$ cat config.mk
export PLATFORM = sky130hd
export DESIGN_NAME = jtag_ir
export DESIGN_NICKNAME = d
export VERILOG_FILES = /design/src/rtl/jtag_ir_pkg.sv /design/src/rtl/jtag_ir_regs.sv /design/src/rtl/jtag_ir_decode.sv /design/src/rtl/jtag_ir.sv
export SDC_FILE = /design/constraint.sdc
export NUM_CORES = 1
export LEC_CHECK = 0
export BUFFER_PORTS_ARGS = -buffer_cell sky130_fd_sc_hd__buf_4
export CORE_MARGIN = 2
export CORE_UTILIZATION = 46
export CTS_BUF_LIST = sky130_fd_sc_hd__clkbuf_16
export DETAILED_ROUTE_END_ITERATION = 8
export PLACE_DENSITY = 0.74
export SLEW_MARGIN = 20
export SYNTH_ARGS = -nofsm -noshare
export SYNTH_HDL_FRONTEND = slang
export SYNTH_HIERARCHICAL = 1
export SYNTH_SLANG_ARGS = --single-unit
$ cat constraint.sdc
create_clock -name tck -period 1.1 [get_ports tck]
set_input_delay 0 -clock tck [delete_from_list [all_inputs] [get_ports tck]]
set_output_delay 0 -clock tck [all_outputs]
set_load 0.02 [all_outputs]
$ cat src/rtl/jtag_ir_pkg.sv
package jtag_ir_pkg;

    localparam int OPC_W   = 6;
    localparam int NUM_SEL = 5;

    localparam int SEL_EXTEST = 0;
    localparam int SEL_SAMPLE = 1;
    localparam int SEL_USER1  = 2;
    localparam int SEL_IDCODE = 3;
    localparam int SEL_BYPASS = 4;

    // Core opcode recognised for each select index; bypass is the fallback.
    function automatic logic [OPC_W-1:0] core_of(input int idx);
        case (idx)
            SEL_EXTEST: core_of = 6'b000000;
            SEL_SAMPLE: core_of = 6'b000001;
            SEL_USER1:  core_of = 6'b000010;
            SEL_IDCODE: core_of = 6'b001001;
            default:    core_of = 6'b111111;
        endcase
    endfunction

endpackage

$ cat src/rtl/jtag_ir_regs.sv
module jtag_ir_regs #(
    parameter int IR_LEN = 10
) (
    input  logic              tck,
    input  logic              trst_n,
    input  logic              tlr_i,
    input  logic              capture_ir_i,
    input  logic              shift_ir_i,
    input  logic              update_ir_i,
    input  logic              tdi_i,
    output logic [IR_LEN-1:0] shift_o,
    output logic [IR_LEN-1:0] inst_o
);

    localparam logic [IR_LEN-1:0] CAPTURE_VAL = {{(IR_LEN-2){1'b0}}, 2'b01};
    localparam logic [IR_LEN-1:0] BYPASS_VAL  = '1;

    typedef struct packed {
        logic [IR_LEN-1:0] shift;
        logic [IR_LEN-1:0] inst;
    } regs_t;

    localparam regs_t RESET_VAL = '{shift: CAPTURE_VAL, inst: BYPASS_VAL};

    regs_t state_d, state_q;

    always_comb begin
        state_d = state_q;
        if (tlr_i) begin
            state_d.shift = CAPTURE_VAL;
            state_d.inst  = BYPASS_VAL;
        end else begin
            if (capture_ir_i) begin
                state_d.shift = CAPTURE_VAL;
            end else if (shift_ir_i) begin
                state_d.shift = {tdi_i, state_q.shift[IR_LEN-1:1]};
            end
            if (update_ir_i) begin
                state_d.inst = state_q.shift;
            end
        end
    end

    always_ff @(posedge tck or negedge trst_n) begin
        if (!trst_n) begin
            state_q <= RESET_VAL;
        end else begin
            state_q <= state_d;
        end
    end

    assign shift_o = state_q.shift;
    assign inst_o  = state_q.inst;

endmodule

$ cat src/rtl/jtag_ir_decode.sv
module jtag_ir_decode
    import jtag_ir_pkg::*;
#(
    parameter int IR_LEN = 10
) (
    input  logic [IR_LEN-1:0]  inst_i,
    output logic [NUM_SEL-1:0] sel_o
);

    logic                 pad_ok;
    logic [OPC_W-1:0]     core;
    logic [NUM_SEL-2:0]   hit;

    assign core = inst_i[OPC_W-1:0];

    generate
        if (IR_LEN > OPC_W) begin : g_pad
            assign pad_ok = &inst_i[IR_LEN-1:OPC_W];
        end else begin : g_nopad
            assign pad_ok = 1'b1;
        end
    endgenerate

    generate
        for (genvar i = 0; i < NUM_SEL-1; i++) begin : g_match
            assign hit[i] = pad_ok && (core == core_of(i));
        end
    endgenerate

    assign sel_o = {~|hit, hit};

endmodule

$ cat src/rtl/jtag_ir.sv
module jtag_ir
    import jtag_ir_pkg::*;
#(
    parameter int IR_LEN = 10
) (
    input  logic               tck,
    input  logic               trst_n,
    input  logic               tlr_i,
    input  logic               capture_ir_i,
    input  logic               shift_ir_i,
    input  logic               update_ir_i,
    input  logic               tdi_i,
    output logic               tdo_o,
    output logic [IR_LEN-1:0]  ir_o,
    output logic [NUM_SEL-1:0] sel_o
);

    logic [IR_LEN-1:0] shift_w;
    logic [IR_LEN-1:0] inst_w;

    jtag_ir_regs #(.IR_LEN(IR_LEN)) u_regs (
        .tck          (tck),
        .trst_n       (trst_n),
        .tlr_i        (tlr_i),
        .capture_ir_i (capture_ir_i),
        .shift_ir_i   (shift_ir_i),
        .update_ir_i  (update_ir_i),
        .tdi_i        (tdi_i),
        .shift_o      (shift_w),
        .inst_o       (inst_w)
    );

    jtag_ir_decode #(.IR_LEN(IR_LEN)) u_decode (
        .inst_i (inst_w),
        .sel_o  (sel_o)
    );

    assign tdo_o = shift_w[0];
    assign ir_o  = inst_w;

endmodule

==> results.cfg, run 1 <==
[timing]
relSlewSlack = 0.835
maxSlewViolCount = 0
setup_viol_count_final = 5
finalCriticalPeriod_ns = 1.58
clock.fmax_ghz = 0.635
fin_ws_ns = -0.475
period_share = 1.43
tightestPinTransition_ns = 0.247
finalHoldViolations = 0
rsz0062_at_grt = true
fin_skew_ns = 0.00626

[worst_setup_path]
worstPathMaxFanout = 3
max_stage_delay_ns = 0.57
critPathTopFamily = simple AND/OR/NAND/NOR gates
crit_slowest_cell = or4_4
worstPathArrival_ns = 1.58
timing.rr.end = u_regs/inst_o[2]
critPathLaunchType = register
cp.required_ns = 1.10
r2r_start = u_regs/inst_o[2]
crit_chain = or4_4 -> nor4b_4 -> buf_4
crit_buf_inv = 1
worst-setup-path-type = reg -> out
reg2reg_slack_ns = 0.13
endpoint_kind = primary output
r2r_cells = 3

[routing]
drt_iter0_drc = 9
ant_nets = 0
routed_wl_mm = 1.98
num_vias = 697
wl_per_cell_um = 14.0
firstDrtPassIters = 4
drc = 0
vias_per_cell = 4.94

[synth]
syn_area_um2 = 935
synth_nets = 84
synth_cells = 77
ys_warn_count = 6
netlist-cell-type-count = 19
synth_sequential_area_ratio = 0.550
postSynthAreaPerCell_um2 = 12.1
synth_seq_cells = 20

[cts]
root_buffer = clkbuf_16
clk_pin_slew_worst_paths_ns = 0.06
cts_max_path_buffers = 2
cts-htree-levels = 1
clkSinkCount = 20
cts_buffers = 3
tritoncts = built
clkLatencyLatePin_ns = 0.26

[die]
num_rows = 16
ios = 23
fp.dieW_um = 49.1
die_area_um2 = 2410
die_y_um = 49.1
core_um2 = 1940
start_util = 0.481

[worst_hold_path]
hold_path_end = u_regs/shift_o[9]
min_delay_path_depth = 3
holdCritPathClass = in -> reg
min_from = tdi_i

[place]
place.gp.congestion = 0.743
io_buffers = 22
dp_hpwl_mm = 1.34
pre_cts_ws_ns = -0.211

[run_status]
violations = setup timing
outcome = complete, but fails checks

[global_routing]
grt_usage = 0.176
grt_pass1_vias = 733
grt_max_degree = 21
grt_pass1_wl_mm = 3.21
antenna_found_initial = 0
grt_overflow = 0

[pwr]
ir_drop_mv = 1.35
totalPowerFinal_uw = 1840
pwr-share-comb = 0.157
seqPwrFrac = 0.438
p_leak_uw = 0.000634
swShare = 0.230
internal_power_uw = 1420
p_clk_frac = 0.405
switching_power_uw = 423
p_per_area_nw_per_um2 = 1370

[cells_and_area]
fin_nets = 122
layout.area.seq_um2 = 514
multiInputGateArea_um2 = 417
drive_gt1_frac = 0.518
areaGrowthSynthToFinish_pct = 44.0
num_antenna_cells = 0
fill_cells = 155
final_util = 0.693

[run]
cap_violations = 0
[worst register-to-register path, delay by kind of cell, from the launching register on]
family / cells / cell delay, ns
DFF: 1 / 0.37
AOI/OAI and AO/OA: 1 / 0.27
buffers and inverters: 1 / 0.13
and+or+nand+nor: 1 / 0.13
[cells in the final DEF, fill, tap and decap left out, types with 2 or more instances in the layout]
master / synthesis / final
a211o_1: 11 / 11
buf_4: 1 / 34
buf_6: 2 / 3
clkbuf_16: 0 / 3
dfrtp_1: 9 / 9
dfstp_2: 11 / 11
inv_1: 1 / 2
mux2i_1: 9 / 9
nor2_1: 9 / 9
nor2b_1: 11 / 11
nor4_2: 0 / 2
or3_4: 0 / 2
[registers in the layout (all words and copies together), names as in the netlist]
| name | count |
|---|---|
| u_regs/shift_o | 10 |
| u_regs/inst_o | 10 |
[final cells by class]
class	instances	share of cell area
clock inverters	1	0.00279
repair buffers	38	0.222
clock buffers	3	0.0558
flip-flops and latches	20	0.382
well taps	27	0.0251
multi-input cells	51	0.309
inverters	1	0.00279
[Yosys cell counts]
cell / instances / area share
a211o_1: 11 / 0.10
dfstp_2: 11 / 0.31
nor2b_1: 11 / 0.074
dfrtp_1: 9 / 0.24
mux2i_1: 9 / 0.096
nor2_1: 9 / 0.036
buf_2: 2 / 0.011
buf_6: 2 / 0.024
nor4_1: 2 / 0.013
or3_1: 2 / 0.013
buf_4: 1 / 0.0080
inv_1: 1 / 0.0040
mux2_1: 1 / 0.012
nand3b_1: 1 / 0.0080
nand4_1: 1 / 0.0067
nor3_1: 1 / 0.0053
nor4b_2: 1 / 0.016
or2_1: 1 / 0.0067
or4_4: 1 / 0.012
[power groups by stage]
stage          registers [uW]  logic (uW)  clock network (uW)
2_1_floorplan             858         102                   0
3_3_place_gp              813         273                   0
3_5_place_dp              815         276                   0
4_1_cts                   804         284                 770
5_1_grt                   809         308                 793
6_report                  805         288                 744
[cell families (layout without fill, tap and decap cells)]
group / after synthesis / after routing / synth area share
AO/OA/AOI/OAI: 11 / 11 / 0.103
buffers and inverters: 6 / 43 / 0.0469
flip-flops: 20 / 20 / 0.550
multiplexers: 10 / 10 / 0.108
AND/OR/NAND/NOR: 30 / 30 / 0.191
[through the flow]
stage / instance area, um^2 / hold WS (ns) / setup TNS [ns] / cells
2_1_floorplan: 961 / -0.296 / -1.25 / 77
3_3_place_gp: 1230 / -0.113 / -0.708 / 136
3_5_place_dp: 1230 / -0.114 / -0.781 / 136
4_1_cts: 1330 / 0.0244 / -2.15 / 141
5_1_grt: 1350 / 0.0256 / -2.41 / 141
6_report: 1350 / 0.0184 / -2.16 / 141
[routing by layer]
layer,GRT usage,vias to the layer above,wire (um)
met4,0.100,0,45
li1,-,346,-
met1,0.213,332,887
met5,0,-,0
met3,0.0368,5,57
met2,0.291,14,984
[worst max-delay path by stage]
stage                     slack, ns        to  cells after the start        startpoint
after detailed placement      -0.21  sel_o[1]                      3  u_regs/inst_o[3]
after global routing          -0.53  sel_o[1]                      3  u_regs/inst_o[3]
after CTS                     -0.49  sel_o[1]                      3  u_regs/inst_o[3]
after floorplan               -0.28  sel_o[4]                      2  u_regs/inst_o[8]
after global placement        -0.19  sel_o[1]                      3  u_regs/inst_o[3]
final                         -0.48  sel_o[1]                      3  u_regs/inst_o[3]
[timing repair]
| item | CTS | global route |
|---|---|---|
| hold buffers | 1 | 0 |
| endpoints found under the setup margin | 5 | 6 |
| setup buffers | 0 | 0 |
| pin swaps | 1 | 2 |
| resized for setup | 2 | 4 |
| hold endpoints to repair | 20 | 0 |
(Power assumes the default switching activity.)
==> inputs of run 2 (changes only) <==
--- a/config.mk
+++ b/config.mk
@@ -6,8 +6,10 @@
 export NUM_CORES = 1
 export LEC_CHECK = 0
 export BUFFER_PORTS_ARGS = -buffer_cell sky130_fd_sc_hd__buf_4
+export CELL_PAD_IN_SITES_DETAIL_PLACEMENT = 1
+export CELL_PAD_IN_SITES_GLOBAL_PLACEMENT = 2
 export CORE_MARGIN = 2
-export CORE_UTILIZATION = 46
+export CORE_UTILIZATION = 30
 export CTS_BUF_LIST = sky130_fd_sc_hd__clkbuf_16
 export DETAILED_ROUTE_END_ITERATION = 8
 export PLACE_DENSITY = 0.74
==> results.cfg, run 2 (synthesis results as in run 1) <==
[global_routing]
grt_usage = 0.140
met3_usage = 0.0260
grt.met2_usage = 0.234
grt_pass1_vias = 759
grt_overflow = 0
grt.busiest_layer = met2
antenna_found_initial = 0
grt_pass1_wl_mm = 3.59
gr-usage-met1 = 0.168
grt_max_degree = 21

[die]
die_area_um2 = 3580
core_um2 = 3000
start_util = 0.311
die_y_um = 59.8
ios = 23
fp.dieW_um = 59.8
num_rows = 20

[place]
place.gp.congestion = 0.695
io_buffers = 22
dp_hpwl_mm = 1.65

[worst_setup_path]
worstPathArrival_ns = 1.57
endpoint_kind = primary output
timing.rr.end = u_regs/inst_o[0]
critPathLaunch = u_regs/inst_o[3]
cp.required_ns = 1.10
r2r_cells = 3
worstPathMaxFanout = 3
critPathLaunchType = register
worst-setup-path-type = reg -> out
critPathCapture = sel_o[1]
reg2reg_slack_ns = 0.11
r2r_start = u_regs/inst_o[0]

[cts]
cts-htree-levels = 1
clkSinkCount = 20
root_buffer = clkbuf_16
cts_max_path_buffers = 2
cts_buffers = 3
clkLatencyLatePin_ns = 0.25
clk_pin_slew_worst_paths_ns = 0.05
tritoncts = built

[pwr]
totalPowerFinal_uw = 1830
p_leak_uw = 0.000644
p_per_area_nw_per_um2 = 1350
ir_drop_mv = 0.692

[cells_and_area]
final_common_cell = buf_4
areaGrowthSynthToFinish_pct = 45.4
drive_gt1_frac = 0.509
fill_cells = 324
final_cell_mix = buf_4 (33), nor2b_1 (11), a211o_1 (11), dfstp_2 (11)
fin_nets = 122
final_util = 0.453
num_antenna_cells = 0

[timing]
tightestPinTransition_ns = 0.249
rsz0062_at_grt = true
period_share = 1.43
finalHoldWorstSlack_ns = 0.00263
relSlewSlack = 0.834
setup_viol_count_final = 5
fin_ws_ns = -0.472
fin_skew_ns = 0.00213
finalHoldViolations = 0
fin_setup_tns_ns = -2.06
finalCriticalPeriod_ns = 1.57
clock.fmax_ghz = 0.636
maxSlewViolCount = 0

[routing]
vias_per_cell = 4.98
drc = 0
wl_per_cell_um = 14.7
ant_nets = 0
firstDrtPassIters = 4
routed_wl_mm = 2.16
drt_iter0_drc = 24
num_vias = 732

[run_status]
violations = setup timing
outcome = complete, but fails checks

[run]
cap_violations = 0

[worst_hold_path]
holdCritPathClass = in -> reg
-- run 2: cell counts in the layout (fill, tap and decap cells not counted) --
No cell type changed its count.
-- run 2: critical path, stage by stage (launching register included) --
cell	delay (ns)
dfstp_2	0.36
or4_4	0.56
nor4b_4	0.22
buf_4	0.18
-- run 2: how the worst min path moves through the flow --
stage                 from                 to  slack (ns)  cells past startpoint
global route         tdi_i  u_regs/shift_o[9]        0.03                      3
global placement    trst_n  u_regs/shift_o[2]       -0.11                      1
floorplan           trst_n  u_regs/shift_o[1]       -0.30                      0
finish               tdi_i  u_regs/shift_o[9]       0.003                      3
CTS                  tdi_i  u_regs/shift_o[9]        0.01                      3
detailed placement  trst_n  u_regs/shift_o[2]       -0.11                      1
-- run 2: cell type report --
type	instances	area (um^2)	share of cell area
tap	33	41.3	0.0304
multi-input combinational	51	418	0.308
clock buffer	3	75.1	0.0552
inverter	1	3.75	0.00276
sequential	20	514	0.378
timing repair buffer	38	303	0.223
clock inverter	1	3.75	0.00276
-- run 2: where the power goes --
group | internal [uW] | switching, uW
combinational | 146 | 144
clock | 483 | 249
sequential | 786 | 21.7
-- run 2: what timing repair did --
action,in CTS,in global routing
setup endpoints to repair,5,6
gates resized for setup,4,3
hold endpoints to repair,20,0
pin swaps,1,2
buffers inserted,1,0
hold buffers,1,0
-- run 2: layer usage --
metal / share of wire / up-vias
met3: 0.027 / 5
li1: - / 348
met2: 0.54 / 12
met1: 0.41 / 367
met4: 0.020 / 0
met5: 0 / -
-- run 2: per-stage QoR --
step / instances / area, um^2 / setup slack, ns
after global routing: 147 / 1360 / -0.525
final: 147 / 1360 / -0.472
after CTS: 147 / 1350 / -0.483
after global placement: 141 / 1230 / -0.194
after detailed placement: 141 / 1230 / -0.214
after floorplan: 77 / 961 / -0.283
==> inputs of run 3 (changes only) <==
--- a/config.mk
+++ b/config.mk
@@ -13,7 +13,7 @@
 export CTS_BUF_LIST = sky130_fd_sc_hd__clkbuf_16
 export DETAILED_ROUTE_END_ITERATION = 8
 export PLACE_DENSITY = 0.74
-export SLEW_MARGIN = 20
+export SLEW_MARGIN = 5
 export SYNTH_ARGS = -nofsm -noshare
 export SYNTH_HDL_FRONTEND = slang
 export SYNTH_HIERARCHICAL = 1
==> constraint.sdc (replaced) <==
create_clock -name tck -period 1.4 [get_ports tck]
set_input_delay 0 -clock tck [delete_from_list [all_inputs] [get_ports tck]]
set_output_delay 0 -clock tck [all_outputs]
set_load 0.02 [all_outputs]
==> results.cfg, run 3 (synthesis results as in run 1) <==
[routing]
drt_iter0_drc = 29
ant_nets = 0
drc = 0
routed_wl_mm = 2.07
wl_per_cell_um = 15.0
num_vias = 696
firstDrtPassIters = 4
vias_per_cell = 5.04

[pwr]
p_clk_frac = 0.480
p_per_area_nw_per_um2 = 1230
ir_drop_mv = 0.524
switching_power_uw = 332
internal_power_uw = 1280
seqPwrFrac = 0.398
swShare = 0.206
pwr-share-comb = 0.122
p_leak_uw = 0.000604

[place]
dp_hpwl_mm = 1.48
io_buffers = 22
place.gp.congestion = 0.788
placed_cells = 128

[cts]
root_buffer = clkbuf_16
cts_buffers = 3
clkLatencyLatePin_ns = 0.25
cts_max_path_buffers = 2
clkSinkCount = 20
cts-htree-levels = 1
clk_pin_slew_worst_paths_ns = 0.06
tritoncts = built

[cells_and_area]
areaGrowthSynthToFinish_pct = 40.0
final_cell_mix = buf_4 (27), nor2b_1 (11), a211o_1 (11), dfstp_2 (11)
drive_gt1_frac = 0.476
multiInputGateArea_um2 = 420
num_antenna_cells = 0
layout.area.seq_um2 = 514
fin_nets = 113
final_common_cell = buf_4
stdcell_count = 138
fill_cells = 327

[global_routing]
grt_pass1_vias = 694
grt_pass1_wl_mm = 3.49
grt_max_degree = 21
antenna_found_initial = 0
grt_usage = 0.131
grt_overflow = 0

[worst_setup_path]
crit_chain = or4_4 -> nor4b_4 -> buf_4
r2r_cells = 3
max_stage_delay_ns = 0.58
worst-setup-path-type = reg -> out
worstPathMaxFanout = 3
timing.rr.end = u_regs/inst_o[0]
worstPathArrival_ns = 1.65
endpoint_kind = primary output
crit_buf_inv = 1
cp.required_ns = 1.40
crit_slowest_cell = or4_4
critPathLaunchType = register
critPathTopFamily = simple AND/OR/NAND/NOR gates
reg2reg_slack_ns = 0.41
r2r_start = u_regs/inst_o[0]

[die]
fp.dieW_um = 59.8
die_y_um = 59.8
ios = 23
core_um2 = 3000
start_util = 0.311
die_area_um2 = 3580
num_rows = 20

[timing]
rsz0062_at_grt = true
fin_skew_ns = 0.00182
finalHoldViolations = 0
relSlewSlack = 0.776
period_share = 1.18
clock.fmax_ghz = 0.608
tightestPinTransition_ns = 0.337
fin_setup_tns_ns = -0.980
setup_viol_count_final = 5
fin_ws_ns = -0.245
finalCriticalPeriod_ns = 1.65
maxSlewViolCount = 0

[run]
cap_violations = 0

[worst_hold_path]
min_delay_path_depth = 3
hold_path_end = u_regs/shift_o[9]
holdCritPathClass = in -> reg
min_from = tdi_i

[run_status]
outcome = complete, but fails checks
violations = setup timing
## run 3: changes by cell type in the layout (fill, tap and decap cells not counted), sizes merged
cell / delta
buf: -9
bufinv: +1
inv: -1
## run 3: how the worst max path moves through the flow
stage	cells after the start	end	startpoint	slack, ns
after floorplan	2	sel_o[0]	u_regs/inst_o[3]	-0.19
after global placement	3	sel_o[1]	u_regs/inst_o[3]	0.08
after detailed placement	3	sel_o[1]	u_regs/inst_o[3]	0.05
after CTS	3	sel_o[1]	u_regs/inst_o[4]	-0.21
after global routing	4	sel_o[2]	u_regs/inst_o[9]	-0.30
final	3	sel_o[1]	u_regs/inst_o[2]	-0.25
## run 3: repair_timing
item	CTS	global route
gates resized for setup	4	4
hold buffers	1	0
pin swaps	3	7
endpoints found under the setup margin	5	5
hold endpoints to repair	20	0
buffers inserted	2	3
## run 3: area by class of cell
class / count / share of cell area
clock inverter: 1 / 0.0229
sequential: 20 / 0.393
timing repair buffer: 29 / 0.171
multi-input combinational: 51 / 0.321
tap: 33 / 0.0315
inverter: 1 / 0.00287
clock buffer: 3 / 0.0574
## run 3: per-layer routing
metal	wire length [um]	part of all wire	vias to the layer above	global-route usage
met5	0	0	-	0
met4	0	0	0	0.0286
met3	73	0.035	0	0.0390
met2	1080	0.52	11	0.205
met1	919	0.44	357	0.178
li1	-	-	328	-
## run 3: power by group through the flow
stage / clock [uW] / sequential (uW) / combinational, uW
after global routing: 822 / 647 / 213
after CTS: 789 / 641 / 185
after detailed placement: 0 / 648 / 169
after global placement: 0 / 647 / 169
final: 773 / 641 / 196
after floorplan: 0 / 672 / 76.4
## run 3: worst register-to-register path, delay by kind of cell, from the launching register on
kind                   cells  cell delay [ns]
AO/OA/AOI/OAI              1             0.26
buffers and inverters      1             0.15
flip-flops                 1             0.37
AND/OR/NAND/NOR            1             0.13
## run 3: stage by stage
| step | hold slack, ns | worst slack [ns] | util | total power (uW) | instance area (um^2) |
|---|---|---|---|---|---|
| 6_report | 0.0117 | -0.245 | 0.436 | 1610 | 1310 |
| 5_1_grt | 0.0571 | -0.304 | 0.436 | 1680 | 1310 |
| 4_1_cts | 0.0202 | -0.211 | 0.420 | 1620 | 1260 |
| 3_5_place_dp | -0.106 | 0.0478 | 0.369 | 817 | 1110 |
| 3_3_place_gp | -0.106 | 0.0776 | 0.369 | 816 | 1110 |
| 2_1_floorplan | -0.296 | -0.188 | - | 749 | 935 |
